## config.mk

```make
export PLATFORM = sky130hd
export DESIGN_NAME = icache_refill_ctrl
export DESIGN_NICKNAME = d
export VERILOG_FILES = /design/src/rtl/icache_refill_ctrl.sv
export SDC_FILE = /design/constraint.sdc
export NUM_CORES = 1
export LEC_CHECK = 0
export ABC_CLOCK_PERIOD_IN_PS = 2600
export BUFFER_PORTS_ARGS = -buffer_cell sky130_fd_sc_hd__buf_2
export CAP_MARGIN = 20
export CORE_ASPECT_RATIO = 1.25
export CORE_UTILIZATION = 53
export CTS_CLUSTER_SIZE = 14
export DETAILED_ROUTE_END_ITERATION = 10
export PLACE_DENSITY = 0.76
export RECOVER_POWER = 25
export SETUP_SLACK_MARGIN = 0.3
export SKIP_LAST_GASP = 1
export SYNTH_ARGS = -nofsm -noshare
export SYNTH_HDL_FRONTEND = slang
export SYNTH_SLANG_ARGS = --single-unit
```

## constraint.sdc

```tcl
create_clock -name clk -period 2.6 [get_ports clk]
set_input_delay 0.13 -clock clk [delete_from_list [all_inputs] [get_ports clk]]
set_output_delay 0.13 -clock clk [all_outputs]
set_load 0.01 [all_outputs]
```

## src/rtl/icache_refill_ctrl.sv

```systemverilog
module icache_refill_ctrl #(
  parameter int NUM_SLICES = 5,
  parameter int IDX_W      = 2,
  parameter int TAG_W      = 4
) (
  input  logic                   clk,
  input  logic                   rst_n,
  input  logic                   lkp_valid,
  input  logic [TAG_W+IDX_W-1:0] lkp_addr,
  output logic                   lkp_hit,
  output logic                   lkp_busy,
  output logic                   lkp_miss,
  output logic                   refill_req,
  output logic [TAG_W+IDX_W-1:0] refill_addr,
  input  logic [NUM_SLICES-1:0]  slice_done,
  output logic                   dispatch_ok,
  output logic [TAG_W+IDX_W-1:0] dispatch_addr
);
  localparam int SETS   = 1 << IDX_W;
  localparam int ADDR_W = TAG_W + IDX_W;

  logic [TAG_W-1:0]      tag_q [2*SETS];
  logic [2*SETS-1:0]     vld_q, pend_q;
  logic [SETS-1:0]       lru_q;
  logic                  active_q, rf_way_q, req_q, disp_q;
  logic [NUM_SLICES-1:0] done_q;
  logic [ADDR_W-1:0]     rf_addr_q;

  wire [IDX_W-1:0] idx = lkp_addr[IDX_W-1:0];
  wire [TAG_W-1:0] tg  = lkp_addr[ADDR_W-1:IDX_W];
  wire [IDX_W-1:0] ridx = rf_addr_q[IDX_W-1:0];

  wire eq0 = tag_q[{idx, 1'b0}] == tg;
  wire eq1 = tag_q[{idx, 1'b1}] == tg;
  wire m0  = vld_q[{idx, 1'b0}] && eq0;
  wire m1  = vld_q[{idx, 1'b1}] && eq1;
  wire pm  = (pend_q[{idx, 1'b0}] && eq0) || (pend_q[{idx, 1'b1}] && eq1);
  wire all_done = &(done_q | slice_done);

  logic vic;
  always_comb begin
    if (!vld_q[{idx, 1'b0}])      vic = 1'b0;
    else if (!vld_q[{idx, 1'b1}]) vic = 1'b1;
    else                          vic = lru_q[idx];
  end

  assign lkp_hit       = lkp_valid && (m0 || m1);
  assign lkp_busy      = lkp_valid && !(m0 || m1) && (active_q || pm);
  assign lkp_miss      = lkp_valid && !(m0 || m1) && !active_q && !pm;
  assign refill_req    = req_q;
  assign refill_addr   = rf_addr_q;
  assign dispatch_ok   = disp_q;
  assign dispatch_addr = rf_addr_q;

  always_ff @(posedge clk)
    if (lkp_miss) tag_q[{idx, vic}] <= tg;

  always_ff @(posedge clk) begin
    if (!rst_n) begin
      vld_q     <= '0;
      pend_q    <= '0;
      lru_q     <= '0;
      active_q  <= 1'b0;
      rf_way_q  <= 1'b0;
      req_q     <= 1'b0;
      disp_q    <= 1'b0;
      done_q    <= '0;
      rf_addr_q <= '0;
    end else begin
      req_q  <= 1'b0;
      disp_q <= 1'b0;
      if (lkp_hit) lru_q[idx] <= m0;
      if (lkp_miss) begin
        vld_q[{idx, vic}]  <= 1'b0;
        pend_q[{idx, vic}] <= 1'b1;
        active_q  <= 1'b1;
        done_q    <= '0;
        rf_addr_q <= lkp_addr;
        rf_way_q  <= vic;
        req_q     <= 1'b1;
      end else if (active_q) begin
        if (all_done) begin
          active_q <= 1'b0;
          vld_q[{ridx, rf_way_q}]  <= 1'b1;
          pend_q[{ridx, rf_way_q}] <= 1'b0;
          lru_q[ridx] <= !rf_way_q;
          disp_q   <= 1'b1;
        end else begin
          done_q <= done_q | slice_done;
        end
      end
    end
  end


  refill_pulse_chk: assert property (@(posedge clk) disable iff (!rst_n)
    refill_req |=> !refill_req);

  refill_cause_chk: assert property (@(posedge clk) disable iff (!rst_n)
    lkp_miss |=> (refill_req && refill_addr == $past(lkp_addr)));

  one_pending_chk: assert property (@(posedge clk) disable iff (!rst_n)
    $countones(pend_q) <= 1);

  resp_excl_chk: assert property (@(posedge clk) disable iff (!rst_n)
    $onehot0({lkp_hit, lkp_busy, lkp_miss}));

  dispatch_gate_chk: assert property (@(posedge clk) disable iff (!rst_n)
    (active_q && !lkp_miss && !(&(done_q | slice_done))) |=> !dispatch_ok);

  dispatch_pulse_chk: assert property (@(posedge clk) disable iff (!rst_n)
    dispatch_ok |=> !dispatch_ok);
endmodule

```

==> results.sh, run 1 <==
export IMPL_status="finished, violations left"
export IMPL_violations="DRC"
export IMPL_critPathKind="reg -> out"
export IMPL_routedWlPerCell_um=19.9
export IMPL_drtAntennaViolNets=0
export IMPL_cts_buffers=9
export IMPL_area_growth_pct=24.2
export IMPL_fmax_ghz=0.386
export IMPL_portBuffers=30
export IMPL_setup_violations=0
export IMPL_boundaryPins=31
export IMPL_power_density_mw_per_mm2=561
export IMPL_synth_async_reset_ratio_pct=0
export IMPL_clock_latency_ps=350
export IMPL_worst_slew_pin_slew_ps=695
export IMPL_synth_top_area_cell="edfxtp_1"
export IMPL_synth_nets=264
export IMPL_cts_tree="built"
export IMPL_overflow=0
export IMPL_clockBufferDepth=2
export IMPL_fp_dieH_um=88.0
export IMPL_yosysTopAreaCellShare_pct=30.7
export IMPL_synth_edff_count=32
export IMPL_final_hold_viol_count=0
export IMPL_vias=2199
export IMPL_ys_ff_latch=67
export IMPL_die_area_mm2=0.00622
export IMPL_drc_errors=6
export IMPL_syn_area_mm2=0.00313
export IMPL_crit_family="multiplexers"
export IMPL_ys_warn_count=0
export IMPL_synth_ff_type="dfxtp_1"
export IMPL_routed_via_density=6.09
export IMPL_die_width_um=70.8
export IMPL_hold_path_class="in -> reg"
export IMPL_worst_setup_path_start_kind="flip-flop"
export IMPL_nets=307
export IMPL_rsz0062_at_grt="true"
export IMPL_slowest_stage="mux4_2"
export IMPL_crit_required_ps=2470
export IMPL_synth_cell_types=47
export IMPL_dp_hpwl_um=4670
export IMPL_cap_violations=0
export IMPL_synthCells=250
export IMPL_max_stage_delay_ps=510
export IMPL_dp_cells=330
export IMPL_place_gp_congestion=0.917
export IMPL_cts_hold_fix_buffers=0
export IMPL_antenna_found_initial=0
export IMPL_fin_skew_ps=8.60
export IMPL_grt_pass1_vias=2129
export IMPL_avgSynthCellArea_um2=12.5
export IMPL_row_count=30
export IMPL_drt_iter0_drc=116
export IMPL_grt_pass1_wl_um=11100
export IMPL_clock_sinks=67
export IMPL_fin_cells=361
export IMPL_htree_levels=3
export IMPL_period_needed_ps=2590
export IMPL_fin_crit_sh_pct=99.5
export IMPL_grt_start_max_net_pins=20
export IMPL_start_util_pct=56.4
export IMPL_worstPathArrival_ps=2460
export IMPL_max_slew_margin_rel_pct=53.6
export IMPL_cp_num_buf_inv=4
export IMPL_cts_root_buf="clkbuf_8"
export IMPL_fin_util_pct=70.0
export IMPL_final_max_slew_viol_count=0
export IMPL_ir_drop_mv=0.336
export IMPL_hold_worst_slack_ps=56.8
export IMPL_antenna_cells=0
export IMPL_leakage_nw=1.44
export IMPL_dr_pass1_iters=7
export IMPL_synth_common_cells="dfxtp_1, edfxtp_1, nand2_1, nor2_1"
export IMPL_ys_top_cells_by_area="edfxtp_1, dfxtp_1, mux4_1"
export IMPL_endpoint_kind="output pin"
export IMPL_cp_max_fo=4
export IMPL_wl_um=7180
export IMPL_seq_area_frac_synth_pct=53.0
export IMPL_core_mm2=0.00556
export IMPL_track_usage_pct=24.8
export IMPL_yosysMostFrequentCell="dfxtp_1"
export IMPL_worstPathCellList="mux4_2 -> xor2_2 -> nor4_4 -> buf_4 -> a221oi_4 -> nand3_4 -> buf_12 -> inv_16 -> buf_6"
export IMPL_cts_clk_slew_worst_paths_ps=70
export IMPL_drive_gt1_share_pct=40.4
==> state kept, by name, indices dropped and copies added (netlist names) <==
signal	count
active_q	1
dispatch_addr	6
dispatch_ok	1
done_q	5
lru_q	4
pend_q	8
refill_req	1
rf_way_q	1
tag_q	32
vld_q	8
==> layout by cell type (no fill, tap or decap), types with 4 or more instances in the layout <==
master / Yosys / final
nor3_2: 5 / 6
inv_1: 5 / 5
dfxtp_1: 35 / 35
mux4_1: 10 / 6
nor2_4: 0 / 8
xor2_2: 0 / 6
nor2_1: 16 / 8
clkbuf_8: 0 / 10
buf_2: 3 / 26
mux4_2: 3 / 7
nor3_1: 7 / 5
buf_4: 6 / 15
nand2_1: 27 / 26
mux2i_1: 7 / 6
edfxtp_1: 32 / 32
o31ai_2: 3 / 4
nand2b_1: 4 / 4
a21oi_1: 11 / 11
nand3_1: 8 / 8
buf_6: 2 / 9
nor2b_1: 4 / 4
==> worst paths after layout <==
check | from | endpoint | slack [ps] | depth (start not counted)
hold reg to reg | dispatch_addr[3] | dispatch_addr[3] | 470 | 2
setup reg to reg | tag_q[6][2] | tag_q[5][3] | 30 | 9
hold / removal | slice_done[1] | done_q[1] | 60 | 3
setup / recovery | tag_q[6][2] | lkp_miss | 10 | 9
==> area by class of cell <==
class,instances,area (um^2)
Fill cell,376,1670
Multi-Input combinational cell,153,1510
Inverter,6,38.8
Timing Repair Buffer,56,437
Clock inverter,4,17.5
Sequential cell,67,1660
Clock buffer,11,141
Tap cell,64,80.1
==> worst register-to-register path, cell delays in order, from the launching register on <==
cell and delay, ps:
edfxtp_1 390, mux4_2 510, xor2_2 190, nor4_4 70, buf_4 160, a221oi_4 350, nand3_4 130, buf_12 170
buf_6 160, nor2_4 150
==> cell families (layout without fill, tap and decap cells) <==
kind of cell	after synthesis	in the layout	synth area share (%)
simple gates	86	86	15.7
flops	67	67	53.0
compound gates	39	39	10.3
buf+inv	30	77	5.95
mux	20	20	12.8
xor+xnor	8	8	2.24
==> repair_timing <==
item	4_1_cts	5_1_grt
setup buffers	7	8
setup endpoints to repair	61	67
cloned	0	1
gates resized for setup	30	11
pin swaps	15	15
==> routing by layer <==
layer  track usage (%)  vias to the layer above  routed length (um)
met2              44.3                      101                3750
met3              4.03                       19                 373
li1                  -                     1022                   -
met1              28.3                     1057                2850
met4              14.2                        0                 216
met5                 0                        -                   0
==> power by group <==
part / leakage, nW / switching [W] / total (W) / internal, W
Sequential: 0.574 / 0.0000189 / 0.00115 / 0.00113
Clock: 0.0840 / 0.000376 / 0.000733 / 0.000357
Combinational: 0.785 / 0.000168 / 0.000302 / 0.000134
Total: 1.44 / 0.000562 / 0.00218 / 0.00162
==> per-stage QoR <==
step                instance area, um^2  setup TNS, ps  power (W)  setup slack [ps]
floorplan                          3230              0    0.00134               233
global placement                   3380              0    0.00139              74.1
detailed placement                 3380              0    0.00139              19.6
CTS                                3720              0    0.00214              33.0
global route                       3890          -1650    0.00225             -64.7
finish                             3890              0    0.00218              11.8
(Power assumes the default switching activity.)
==> inputs of run 2 (changes only) <==
Settings changed: CORE_UTILIZATION 53 to 55, CTS_BUF_LIST set to sky130_fd_sc_hd__clkbuf_4, PLACE_DENSITY 0.76 to 0.78.
==> results.sh, run 2 (synthesized netlist as in run 1, its figures left out) <==
export IMPL_status="finished, violations left"
export IMPL_violations="setup timing"
export IMPL_slowest_stage="mux4_2"
export IMPL_grtUsageMet1_pct=30.4
export IMPL_nets=326
export IMPL_core_mm2=0.00544
export IMPL_cap_violations=0
export IMPL_use_met3_pct=5.70
export IMPL_cp_num_buf_inv=2
export IMPL_largest_reg_flops=32
export IMPL_worstPathArrival_ps=2760
export IMPL_leakage_nw=1.56
export IMPL_top_usage_layer="met2"
export IMPL_die_width_um=69.5
export IMPL_period_needed_ps=2670
export IMPL_fill_cells=326
export IMPL_grt_start_max_net_pins=19
export IMPL_dp_hpwl_um=4540
export IMPL_postLayoutCellArea_mm2=0.00409
export IMPL_final_max_slew_viol_count=0
export IMPL_critPathKind="reg -> reg"
export IMPL_grt_pass1_wl_um=11300
export IMPL_cts_root_buf="clkbuf_4"
export IMPL_power_density_mw_per_mm2=575
export IMPL_drc_errors=0
export IMPL_htree_levels=3
export IMPL_overflow=0
export IMPL_final_common_cell="dfxtp_1"
export IMPL_drive_gt1_share_pct=44.2
export IMPL_cts_clk_slew_worst_paths_ps=110
export IMPL_fin_skew_ps=19.2
export IMPL_routed_via_density=6.01
export IMPL_switching_share_pct=24.7
export IMPL_boundaryPins=31
export IMPL_crit_family="simple AND/OR/NAND/NOR gates"
export IMPL_max_stage_delay_ps=510
export IMPL_fmax_ghz=0.374
export IMPL_ir_drop_mv=0.543
export IMPL_post_dp_cell_area_mm2=0.00336
export IMPL_portBuffers=30
export IMPL_routedWlPerCell_um=19.8
export IMPL_met2_usage_pct=43.4
export IMPL_dr_pass1_iters=5
export IMPL_wl_um=7550
export IMPL_rsz0062_at_grt="true"
export IMPL_fin_cells=381
export IMPL_hold_path_class="in -> reg"
export IMPL_setup_slack_ps=-71.9
export IMPL_start_util_pct=57.6
export IMPL_regArea_mm2=0.00166
export IMPL_crit_required_ps=2690
export IMPL_p_sw_w=0.000579
export IMPL_fin_crit_sh_pct=103
export IMPL_hold_worst_slack_ps=81.7
export IMPL_worst_setup_path_start_kind="flip-flop"
export IMPL_dp_cells=330
export IMPL_fp_dieH_um=86.4
export IMPL_multi_input_area_mm2=0.00152
export IMPL_drtAntennaViolNets=0
export IMPL_track_usage_pct=25.4
export IMPL_final_hold_viol_count=0
export IMPL_layout_common_cells="dfxtp_1, edfxtp_1, buf_2"
export IMPL_clock_sinks=67
export IMPL_max_slew_margin_rel_pct=64.1
export IMPL_worstPathCellList="mux4_2 -> xor2_2 -> nor4_4 -> buf_4 -> a221oi_4 -> buf_4 -> nand4_4 -> nor3_4"
export IMPL_setup_violations=31
export IMPL_clockBufferDepth=2
export IMPL_drt_iter0_drc=166
export IMPL_cts_tree="built"
export IMPL_largest_register="tag_q"
export IMPL_endpoint_kind="flip-flop"
export IMPL_area_growth_pct=30.4
export IMPL_vias=2290
export IMPL_cts_buffers=9
export IMPL_largest_registers="tag_q (32), pend_q (8), vld_q (8)"
export IMPL_p_clk_share_pct=37.0
export IMPL_path_common_cell="buf_4"
export IMPL_place_gp_congestion=0.865
export IMPL_die_area_mm2=0.00600
export IMPL_p_int_w=0.00177
export IMPL_clock_latency_ps=420
export IMPL_fin_util_pct=75.1
export IMPL_antenna_found_initial=0
export IMPL_cp_max_fo=5
export IMPL_pwr_share_comb_pct=14.2
export IMPL_grt_pass1_vias=2215
export IMPL_row_count=30
export IMPL_worst_slew_pin_slew_ps=538
export IMPL_p_seq_share_pct=48.8
export IMPL_antenna_cells=0
==> run 2: cell count changes in the layout (fill, tap and decap cells not counted), moves of 3 or more <==
cell | before | now
buf_4 | 15 | 20
clkbuf_4 | 0 | 9
bufinv_16 | 0 | 3
clkbuf_8 | 10 | 0
buf_2 | 26 | 29
dlygate4sd3_1 | 0 | 5
clkbuf_1 | 3 | 0
nor2_2 | 0 | 3
buf_6 | 9 | 17
==> run 2: final timing paths <==
| path | start | to | slack [ps] | depth (start not counted) |
|---|---|---|---|---|
| worst max-delay path | tag_q[4][3] | tag_q[0][1] | -70 | 8 |
| worst min register to register | dispatch_addr[2] | dispatch_addr[2] | 480 | 2 |
| worst min-delay path | lkp_addr[3] | tag_q[1][1] | 80 | 1 |
| worst max register to register | tag_q[4][3] | tag_q[0][1] | -70 | 8 |
==> run 2: worst reg2reg max path, cell delays in order (launching register included) <==
cell and delay, ps:
edfxtp_1 400, mux4_2 510, xor2_2 200, nor4_4 80, buf_4 150, a221oi_4 370
buf_4 190, nand4_4 140, nor3_4 320
==> run 2: per-stage QoR <==
stage / setup TNS [ps] / worst slack (ps) / total power [W]
after floorplan: 0 / 233 / 0.00134
after global placement: 0 / 53.2 / 0.00138
after detailed placement: -71.5 / -29.4 / 0.00139
after CTS: -209 / -72.4 / 0.00228
after global routing: -5060 / -202 / 0.00242
final: -1300 / -71.9 / 0.00235
==> run 2: metal layers <==
metal | share of wire (%) | wire length (um)
met5 | 0 | 0
met4 | 3.0 | 229
met3 | 5.8 | 435
met2 | 52 | 3900
met1 | 39 | 2980
==> run 2: power groups by stage <==
| stage | clock network, W | registers (W) | logic, W |
|---|---|---|---|
| 6_report | 0.000869 | 0.00115 | 0.000333 |
| 2_1_floorplan | 0 | 0.00116 | 0.000173 |
| 3_5_place_dp | 0 | 0.00117 | 0.000218 |
| 4_1_cts | 0.000875 | 0.00114 | 0.000257 |
| 3_3_place_gp | 0 | 0.00117 | 0.000215 |
| 5_1_grt | 0.000920 | 0.00115 | 0.000353 |
==> run 2: timing repair <==
item | 4_1_cts | 5_1_grt
gates cloned | 1 | 1
hold buffers | 5 | 0
pin swaps | 12 | 20
setup buffers | 8 | 20
endpoints found under the hold margin | 5 | 0
setup endpoints to repair | 66 | 63
gates resized for setup | 18 | 38
==> run 2: final cells by class <==
cell class	instances	area share (%)
repair buffers	74	14.7
well taps	64	1.96
flip-flops and latches	67	40.7
multi-input cells	153	37.1
inverters	6	0.858
repair inverters	1	0.214
clock buffers	9	1.65
clock inverters	7	2.85
